===== src/rtl/boot_seq_pkg.sv =====
package boot_seq_pkg;

  typedef enum logic [2:0] {
    ST_IDLE,
    ST_HOLD,
    ST_WAKE,
    ST_RUNWAIT,
    ST_HALT,
    ST_READY,
    ST_RUNNING
  } seq_st_t;

  typedef enum logic [1:0] {
    MODE_RST_HALT = 2'd0,
    MODE_TIMED    = 2'd1,
    MODE_FREE     = 2'd2,
    MODE_FREE_ALT = 2'd3
  } boot_mode_t;

endpackage


===== src/rtl/boot_ms_timer.sv =====
module boot_ms_timer #(
  parameter int CNT_W = 16
) (
  input  logic             clk,
  input  logic             rst,
  input  logic             clear,
  input  logic             tick,
  input  logic [CNT_W-1:0] target,
  output logic             done
);

  logic [CNT_W-1:0] cnt_q;
  logic [CNT_W:0]   cnt_nxt;

  assign cnt_nxt = {1'b0, cnt_q} + {{CNT_W{1'b0}}, tick};
  assign done    = cnt_nxt >= {1'b0, target};

  always_ff @(posedge clk) begin
    if (rst || clear) begin
      cnt_q <= '0;
    end else if (tick && (cnt_q != {CNT_W{1'b1}})) begin
      cnt_q <= cnt_q + 1'b1;
    end
  end

  AST_CNT_HOLDS: assert property (@(posedge clk) disable iff (rst)
    (!clear && !tick) |=> $stable(cnt_q));

endmodule


===== src/rtl/boot_seq_fsm.sv =====
module boot_seq_fsm
  import boot_seq_pkg::*;
#(
  parameter int DLY_W         = 8,
  parameter int RUN_W         = 16,
  parameter int RUN_MIN       = 100,
  parameter int RUN_MAX       = 32000,
  parameter int DEF_ASSERT_MS = 3,
  parameter int CNT_W         = 16
) (
  input  logic             clk,
  input  logic             rst,
  input  logic             start_req,
  input  logic [1:0]       mode_sel,
  input  logic [DLY_W-1:0] assert_ms,
  input  logic [DLY_W-1:0] wake_ms,
  input  logic [RUN_W-1:0] run_ms,
  input  logic             rst_drive_en,
  input  logic             ext_halt,
  input  logic             tmr_done,
  output logic             tmr_clear,
  output logic [CNT_W-1:0] tmr_target,
  output seq_st_t          state,
  output logic             drive_en
);

  localparam logic [RUN_W-1:0] RMIN = RUN_W'(RUN_MIN);
  localparam logic [RUN_W-1:0] RMAX = RUN_W'(RUN_MAX);
  localparam logic [DLY_W-1:0] ADEF = DLY_W'(DEF_ASSERT_MS);

  seq_st_t          state_q, state_d;
  boot_mode_t       mode_q;
  logic [DLY_W-1:0] asrt_q, wake_q;
  logic [RUN_W-1:0] run_q, run_clamped;
  logic             drive_q;
  logic             start_ok;

  assign start_ok = start_req &&
                    (state_q == ST_IDLE || state_q == ST_READY || state_q == ST_RUNNING);

  always_comb begin
    if (run_ms < RMIN)      run_clamped = RMIN;
    else if (run_ms > RMAX) run_clamped = RMAX;
    else                    run_clamped = run_ms;
  end

  always_comb begin
    case (state_q)
      ST_HOLD:    tmr_target = CNT_W'(asrt_q);
      ST_WAKE:    tmr_target = CNT_W'(wake_q);
      ST_RUNWAIT: tmr_target = CNT_W'(run_q);
      default:    tmr_target = '0;
    endcase
  end

  always_comb begin
    state_d   = state_q;
    tmr_clear = 1'b0;
    case (state_q)
      ST_IDLE, ST_READY: begin
        if (start_ok) begin
          state_d   = ST_HOLD;
          tmr_clear = 1'b1;
        end
      end
      ST_RUNNING: begin
        if (start_ok) begin
          state_d   = ST_HOLD;
          tmr_clear = 1'b1;
        end else if (ext_halt) begin
          state_d = ST_HALT;
        end
      end
      ST_HOLD: begin
        if (tmr_done) begin
          state_d   = ST_WAKE;
          tmr_clear = 1'b1;
        end
      end
      ST_WAKE: begin
        if (tmr_done) begin
          tmr_clear = 1'b1;
          case (mode_q)
            MODE_RST_HALT: state_d = ST_HALT;
            MODE_TIMED:    state_d = ST_RUNWAIT;
            default:       state_d = ST_RUNNING;
          endcase
        end
      end
      ST_RUNWAIT: begin
        if (tmr_done) begin
          state_d   = ST_HALT;
          tmr_clear = 1'b1;
        end
      end
      ST_HALT:  state_d = ST_READY;
      default:  state_d = ST_IDLE;
    endcase
  end

  always_ff @(posedge clk) begin
    if (rst) begin
      state_q <= ST_IDLE;
      mode_q  <= MODE_RST_HALT;
      asrt_q  <= ADEF;
      wake_q  <= '0;
      run_q   <= RMIN;
      drive_q <= 1'b0;
    end else begin
      state_q <= state_d;
      if (start_ok) begin
        mode_q  <= boot_mode_t'(mode_sel);
        asrt_q  <= (assert_ms == '0) ? ADEF : assert_ms;
        wake_q  <= wake_ms;
        run_q   <= run_clamped;
        drive_q <= rst_drive_en;
      end
    end
  end

  assign state    = state_q;
  assign drive_en = drive_q;

  AST_BUSY_NO_RESTART: assert property (@(posedge clk) disable iff (rst)
    (state_q == ST_WAKE || state_q == ST_RUNWAIT || state_q == ST_HALT)
      |=> state_q != ST_HOLD);

  AST_FREE_STAYS: assert property (@(posedge clk) disable iff (rst)
    (state_q == ST_RUNNING && !ext_halt && !start_req) |=> state_q == ST_RUNNING);

  AST_HALT_ONLY_FROM_WAIT: assert property (@(posedge clk) disable iff (rst)
    (state_q == ST_HALT) |-> ($past(state_q) == ST_WAKE || $past(state_q) == ST_RUNWAIT
                              || $past(state_q) == ST_RUNNING));

endmodule


===== src/rtl/boot_pin_drv.sv =====
module boot_pin_drv
  import boot_seq_pkg::*;
(
  input  logic    clk,
  input  logic    rst,
  input  seq_st_t state,
  input  logic    drive_en,
  input  logic    trst_pp,
  output logic    sys_rst_oe,
  output logic    trst_oe,
  output logic    trst_lvl,
  output logic    halt_req,
  output logic    init_ready,
  output logic    busy,
  output logic    running
);

  logic in_hold;
  assign in_hold = (state == ST_HOLD);

  always_ff @(posedge clk) begin
    if (rst) begin
      sys_rst_oe <= 1'b0;
      trst_oe    <= 1'b0;
      trst_lvl   <= 1'b0;
      halt_req   <= 1'b0;
      init_ready <= 1'b0;
      busy       <= 1'b0;
      running    <= 1'b0;
    end else begin
      sys_rst_oe <= in_hold && drive_en;
      trst_oe    <= trst_pp ? 1'b1 : in_hold;
      trst_lvl   <= trst_pp ? !in_hold : 1'b0;
      halt_req   <= (state == ST_HALT);
      init_ready <= (state == ST_READY);
      busy       <= (state == ST_HOLD) || (state == ST_WAKE) ||
                    (state == ST_RUNWAIT) || (state == ST_HALT);
      running    <= (state == ST_RUNNING);
    end
  end

  AST_OD_NEVER_HIGH: assert property (@(posedge clk) disable iff (rst)
    trst_lvl |-> $past(trst_pp));

  AST_RST_GATED: assert property (@(posedge clk) disable iff (rst)
    sys_rst_oe |-> $past(drive_en));

  AST_HALT_PULSE: assert property (@(posedge clk) disable iff (rst)
    halt_req |=> !halt_req);

endmodule


===== src/rtl/tgt_boot_seq.sv =====
module tgt_boot_seq
  import boot_seq_pkg::*;
#(
  parameter int DLY_W         = 8,
  parameter int RUN_W         = 16,
  parameter int RUN_MIN       = 100,
  parameter int RUN_MAX       = 32000,
  parameter int DEF_ASSERT_MS = 3
) (
  input  logic             clk,
  input  logic             rst,
  input  logic             ms_tick,
  input  logic             start_req,
  input  logic [1:0]       mode_sel,
  input  logic [DLY_W-1:0] assert_ms,
  input  logic [DLY_W-1:0] wake_ms,
  input  logic [RUN_W-1:0] run_ms,
  input  logic             rst_drive_en,
  input  logic             trst_push_pull,
  input  logic             ext_halt,
  output logic             sys_rst_oe,
  output logic             trst_oe,
  output logic             trst_lvl,
  output logic             halt_req,
  output logic             init_ready,
  output logic             busy,
  output logic             running
);

  localparam int CNT_W = (DLY_W > RUN_W) ? DLY_W : RUN_W;

  logic             tmr_clear, tmr_done, drive_en;
  logic [CNT_W-1:0] tmr_target;
  seq_st_t          state;

  boot_ms_timer #(.CNT_W(CNT_W)) u_timer (
    .clk    (clk),
    .rst    (rst),
    .clear  (tmr_clear),
    .tick   (ms_tick),
    .target (tmr_target),
    .done   (tmr_done)
  );

  boot_seq_fsm #(
    .DLY_W(DLY_W), .RUN_W(RUN_W), .RUN_MIN(RUN_MIN), .RUN_MAX(RUN_MAX),
    .DEF_ASSERT_MS(DEF_ASSERT_MS), .CNT_W(CNT_W)
  ) u_fsm (
    .clk          (clk),
    .rst          (rst),
    .start_req    (start_req),
    .mode_sel     (mode_sel),
    .assert_ms    (assert_ms),
    .wake_ms      (wake_ms),
    .run_ms       (run_ms),
    .rst_drive_en (rst_drive_en),
    .ext_halt     (ext_halt),
    .tmr_done     (tmr_done),
    .tmr_clear    (tmr_clear),
    .tmr_target   (tmr_target),
    .state        (state),
    .drive_en     (drive_en)
  );

  boot_pin_drv u_pins (
    .clk        (clk),
    .rst        (rst),
    .state      (state),
    .drive_en   (drive_en),
    .trst_pp    (trst_push_pull),
    .sys_rst_oe (sys_rst_oe),
    .trst_oe    (trst_oe),
    .trst_lvl   (trst_lvl),
    .halt_req   (halt_req),
    .init_ready (init_ready),
    .busy       (busy),
    .running    (running)
  );

endmodule


===== config.mk =====
export PLATFORM = sky130hd
export DESIGN_NAME = tgt_boot_seq
export DESIGN_NICKNAME = d
export VERILOG_FILES = /design/src/rtl/boot_seq_pkg.sv /design/src/rtl/boot_ms_timer.sv /design/src/rtl/boot_seq_fsm.sv /design/src/rtl/boot_pin_drv.sv /design/src/rtl/tgt_boot_seq.sv
export SDC_FILE = /design/constraint.sdc
export NUM_CORES = 1
export LEC_CHECK = 0
export BUFFER_PORTS_ARGS = -buffer_cell sky130_fd_sc_hd__buf_2
export CORE_ASPECT_RATIO = 0.9
export CORE_MARGIN = 4
export CORE_UTILIZATION = 34
export CTS_CLUSTER_DIAMETER = 120
export DETAILED_ROUTE_END_ITERATION = 6
export GPL_ROUTABILITY_DRIVEN = 0
export PLACE_DENSITY = 0.55
export RECOVER_POWER = 50
export SYNTH_ARGS = -nofsm -noshare
export SYNTH_HDL_FRONTEND = slang
export SYNTH_SLANG_ARGS = --single-unit

===== constraint.sdc =====
create_clock -name clk -period 3.3 [get_ports clk]
set_input_delay 0 -clock clk [delete_from_list [all_inputs] [get_ports clk]]
set_output_delay 0 -clock clk [all_outputs]
set_load 0.05 [all_outputs]

# ---- Word-level counts from Yosys, hierarchy flattened
# Cells that the tools add are included.
dict set report totals {
  register_bits 61
  wordCells 67
  input_bits 41
  out_inout_bits 7
}
dict set report classes {
  reduce_logical 18
  add_sub_neg 2
  muxes 16
  eq_ne 13
  bitwise 1
  magnitude_cmp 3
}
# operator n
set op_table {}
lappend op_table {{16-bit one-hot mux with 3 select lines} 1}
lappend op_table {{16-bit two-way mux} 2}
lappend op_table {{3-bit two-way mux} 6}
lappend op_table {{3-bit one-hot mux with 6 select lines} 1}
lappend op_table {{16-bit by 1-bit adder with 17-bit output} 1}
lappend op_table {{17-bit by 16-bit greater-or-equal comparator with 1-bit output} 1}
lappend op_table {{16-bit by 1-bit adder with 16-bit output, second input constant} 1}
lappend op_table {{16-bit by 15-bit greater-than comparator with 1-bit output, second input constant} 1}
lappend op_table {{16-bit by 7-bit < comparator with 1-bit output, second input constant} 1}
lappend op_table {{16-bit != test, second input constant} 1}
lappend op_table {{3-bit equality test, second input constant} 3}
lappend op_table {{8-bit zero test} 1}
lappend op_table {{8-bit two-way mux} 1}
lappend op_table {{3-bit by 2-bit equality test with 1-bit output, second input constant} 2}
lappend op_table {{1-bit logical OR} 6}
lappend op_table {{2-bit != test, second input constant} 3}
lappend op_table {{3-bit one-hot mux with 2 select lines} 1}
lappend op_table {{3-bit OR reduction} 2}
lappend op_table {{5-bit AND reduction} 1}
lappend op_table {{2-bit OR reduction} 2}
lappend op_table {{3-bit by 1-bit equality test with 1-bit output, second input constant} 1}
lappend op_table {{1-bit logical AND} 3}
lappend op_table {{3-bit zero test} 1}
lappend op_table {{1-bit two-way mux} 3}
lappend op_table {{other kinds (7)} 7}

# ---- Longest topological paths before layout
dict set report depth {
  ltp_word 7
  ltp_mapped 16
  ltp_nobuf 14
}

# ---- Modules after synthesis
# From an unflattened synthesis, not the netlist that was laid out.
dict set report hier_totals {
  hier_cells 479
  hier_area_um2 3726.1
}
# module cells_each seq_area_each_um2 n_inst area_each_um2
set modules_own_cells {}
lappend modules_own_cells {boot_seq_fsm 262 760.7 1 1961.9}
lappend modules_own_cells {boot_ms_timer 198 320.3 1 1542.7}
lappend modules_own_cells {boot_pin_drv 19 140.1 1 221.5}

# ---- Least setup slack after synthesis
# Ideal clock, no wire load.
dict set report synth_path {
  path_type {flip-flop to flip-flop}
  start {register u_timer.cnt_q[0]}
  end {register u_timer.cnt_q[10]}
  required_ns 3.183
  t_arrival_ns 2.663
  stages_incl_launch_ff 15
  path_buffers 1
  setup_ns 0.117
  period_less_slack_ns 2.780
  setup_slack_ns 0.520
  cell_sequence {dfxtp_1 ha_1 ha_1 nand2_1 nor2_1 nand3_1 xnor2_1 ha_1 nand4_1 or2_2 o211ai_2 nand2b_1 nand2_1 buf_2 nor2_1}
}
dict set report synth_via {
  elab_chain_cells 5
  elab_cells_between_ends 8
  cone_classes {2 x add/sub; 1 x order compare; 1 x eq/ne; 2 x mux; 2 x reduce/logical}
}
# element line_no
set synth_lines {}
lappend synth_lines {{from (decl)} boot_ms_timer.sv:12} ;# logic [CNT_W-1:0] cnt_q;
lappend synth_lines {{from (signal assigned)} boot_ms_timer.sv:22} ;# cnt_q <= cnt_q + 1'b1;
lappend synth_lines {{16-bit by 1-bit adder with 17-bit output} boot_ms_timer.sv:15} ;# assign cnt_nxt = {1'b0, cnt_q} + {{CNT_W{1'b0}}, tick};
lappend synth_lines {{17-bit by 16-bit greater-or-equal comparator with 1-bit output} boot_ms_timer.sv:16} ;# assign done = cnt_nxt >= {1'b0, target};
lappend synth_lines {{1-bit two-way mux} {boot_seq_fsm.sv:75, boot_seq_fsm.sv:81, boot_seq_fsm.sv:91}}
lappend synth_lines {{1-bit one-hot mux with 2 select lines} boot_seq_fsm.sv:59} ;# case (state_q)
lappend synth_lines {{1-bit logical OR} boot_ms_timer.sv:19} ;# if (rst || clear) begin
# Parallel ways exist; a longest one is shown, timed or not.
# A chain may end at the register's enable or synchronous reset.

# ---- Final worst setup path
dict set report layout_path {
  start {register u_timer.cnt_q[0]}
  end {register u_fsm.state_q[0] (netlist: u_fsm.state[0])}
}
dict set report layout_via {
  elab_chain_cells 4
  elab_cells_between_ends 6
  cone_classes {1 x add/sub; 1 x order compare; 3 x eq/ne; 1 x reduce/logical}
}
# element line_no
set layout_lines {}
lappend layout_lines {{16-bit by 1-bit adder with 17-bit output (*)} boot_ms_timer.sv:15}
lappend layout_lines {{17-bit by 16-bit greater-or-equal comparator with 1-bit output (*)} boot_ms_timer.sv:16}
lappend layout_lines {{2-bit != test (no line)} -}
lappend layout_lines {{5-bit AND reduction (no line) (*)} -}
lappend layout_lines {{to (signal assigned)} boot_seq_fsm.sv:110} ;# state_q <= state_d;
lappend layout_lines {{to (decl)} boot_seq_fsm.sv:31} ;# seq_st_t state_q, state_d;
# Every way passes the cells marked *; elsewhere a longest branch is shown, timed or not.

==> out/metrics.yaml <==
layout_min_cycle_time_ns: 3.07
grt_pass1_wl_um: 13800
cts_tree: "yes"
ant_nets: 0
via_per_inst: 4.92
syn_nets: 430
cp-end-kind: "flop"
worstPathMaxFanout: 5
startpoint_type: "flop"
antenna_found_initial: 0
p_per_area_mw_per_mm2: 606
max_freq_ghz: 0.326
hp-class: "in -> reg"
ys_warn_count: 0
cap_violations: 0
setup_viol: 0
die_y_um: 101
die_w_um: 111
area_growth_pct: 29.8
wl_per_cell_um: 14.0
dp_hpwl_um: 5940
fin_hold_ws_ns: 0.138
synth-edff-count: 0
p_total_mw: 2.56
clock_path_buffers: 2
clk_pin_slew_ns: 0.08
synthCells: 370
grt_max_degree: 31
hold_viol: 0
drc: 0
dp.cells: 530
synth-seq-area-share: 0.376
r2r_start: "u_timer.cnt_q[0]"
pin_count: 48
root_buffer: "clkbuf_8"
critPathRequiredTime_ns: 3.58
start_util: 0.353
p_leak_nw: 1.75
wl_um: 8180
skew_ns: 0.00631
tightest_slew_ns: 0.700
status: "complete, no violations"
insertion_delay_ns: 0.34
row_count: 33
r2r_cells: 13
post_cts_buffers: 0
slew_headroom: 0.528
cts_made_buffers: 9
rr_endpoint: "u_fsm.state[0]"
vias: 2881
netlist_area_mm2: 0.00325
mostFrequentLayoutCell: "dfxtp_1"
drtIter0Drc: 108
fin_crit_sh: 0.929
worstHoldPathCells: 4
dieArea_mm2: 0.0112
portBuffers: 47
ys.flop_type: "dfxtp_1"
grt_pass1_vias: 2922
first_pass_iters: 4
antennaDiodeCount: 0
ys_ff_latch: 61
hold_start: "ms_tick"
reg2reg_slack_ns: 0.23
cts_sinks: 61
final_cell_mix: "dfxtp_1 (61), nor2_1 (52), nand2_1 (41)"
grt_use_total: 0.152
final_nets: 518
slew_violations: 0
avgSynthCellArea_um2: 8.79
ys_async_sr_fraction: 0
cp.arrival_ns: 3.35
coreArea_mm2: 0.00921
fin_cells: 585
hold_path_end: "u_timer.cnt_q[2]"
htreeDepth: 3
crit_type: "reg -> reg"
ir_drop_mv: 0.266
yosysUniqueCellTypes: 50
overflow: 0
drive_gt1_frac: 0.203
==> cell usage after synthesis, types with 2 or more instances <==
cell type,instances,area share
nor3b_1,3,0.0069
inv_1,5,0.0058
a21oi_1,12,0.018
or2_2,4,0.0077
nor4_1,7,0.013
nand4_2,2,0.0077
a211oi_1,5,0.012
clkbuf_2,2,0.0031
nand2b_1,5,0.0096
nor2_1,53,0.061
o22a_1,2,0.0054
ha_1,19,0.073
clkbuf_1,6,0.0069
nand3_1,7,0.011
nor2b_1,2,0.0038
o21ai_0,14,0.022
nor3_1,4,0.0062
and3_1,3,0.0058
nand4_1,8,0.015
nand3b_1,3,0.0069
a22o_1,29,0.078
dfxtp_1,61,0.38
mux2_2,8,0.028
buf_2,12,0.018
nand2_1,41,0.047
xnor2_1,16,0.043
xor2_1,13,0.035
o21bai_1,2,0.0046
==> worst max-delay path: stages, from the launching register on <==
cell,delay [ns]
dfxtp_1,0.39
ha_1,0.20
ha_1,0.25
nand2_1,0.12
nor2_2,0.20
nand3_1,0.11
xnor2_1,0.14
ha_1,0.30
nand4_1,0.14
or2_2,0.31
o211ai_2,0.25
o22ai_2,0.16
a211o_1,0.30
a21oi_1,0.12
==> worst max-delay path by stage <==
stage / from / to / cells after the start
6_report: u_timer.cnt_q[0] / u_fsm.state[0] / 13
5_1_grt: u_timer.cnt_q[0] / u_fsm.state[0] / 13
4_1_cts: u_fsm.state[1] / u_fsm.state[2] / 12
3_5_place_dp: u_timer.cnt_q[0] / u_fsm.state[2] / 13
3_3_place_gp: u_timer.cnt_q[0] / u_fsm.state[2] / 13
2_1_floorplan: u_timer.cnt_q[0] / u_timer.cnt_q[10] / 14
==> report_power, final <==
| group | leakage (nW) | total [mW] | switching [mW] | internal [mW] |
|---|---|---|---|---|
| clock network | 0.101 | 0.689 | 0.331 | 0.359 |
| logic | 1.15 | 0.913 | 0.508 | 0.404 |
| registers | 0.498 | 0.955 | 0.0904 | 0.864 |
| total | 1.75 | 2.56 | 0.929 | 1.63 |
==> kinds of logic (layout without fill, tap and decap cells) <==
group           Yosys count  in the layout  synth area share
fa+ha+maj                19             19            0.0731
compound gates           78             78             0.183
xor+xnor                 29             29            0.0781
simple gates            147            147             0.219
mux                       9              9            0.0308
flops                    61             61             0.376
buf+inv                  27            120            0.0400
==> what timing repair did <==
item | 4_1_cts | 5_1_grt
endpoints found under the setup margin | 0 | 19
endpoints found under the hold margin | 39 | 0
hold buffers | 39 | 0
gates resized for setup | 0 | 4
==> metrics by stage <==
step	utilization	cell area, um^2	TNS (ns)	setup WS, ns
4_1_cts	0.459	4220	0	0.170
2_1_floorplan	-	3250	0	0.520
3_3_place_gp	0.394	3630	0	0.314
6_report	0.458	4220	0	0.233
5_1_grt	0.458	4220	-0.0211	-0.0167
3_5_place_dp	0.394	3630	0	0.214
==> routing by layer <==
layer  GRT usage  routed length (um)  vias to the layer above
li1            -                   -                     1490
met1       0.210                4170                     1329
met2       0.235                3630                       55
met3      0.0288                 276                        7
met4      0.0627                 111                        0
met5           0                   0                        -
==> registers in the layout (all words and copies together), names as in the netlist <==
signal and count:
u_pins.sys_rst_oe 1, u_pins.halt_req 1, u_fsm.state 3, u_pins.trst_oe 1, u_pins.running 1, u_fsm.drive_en 1
u_pins.busy 1, u_fsm.run_q 16, u_pins.trst_lvl 1, u_pins.init_ready 1, u_fsm.mode_q 2, u_fsm.asrt_q 8
u_fsm.wake_q 8, u_timer.cnt_q 16
==> area by class of cell <==
cell class	count	area [um^2]
clock inverters	7	81.3
flip-flops and latches	61	1220
well taps	122	153
fillers	903	4990
repair buffers	99	708
inverters	5	18.8
clock buffers	9	124
multi-input cells	282	1910
(Power assumes the default switching activity.)
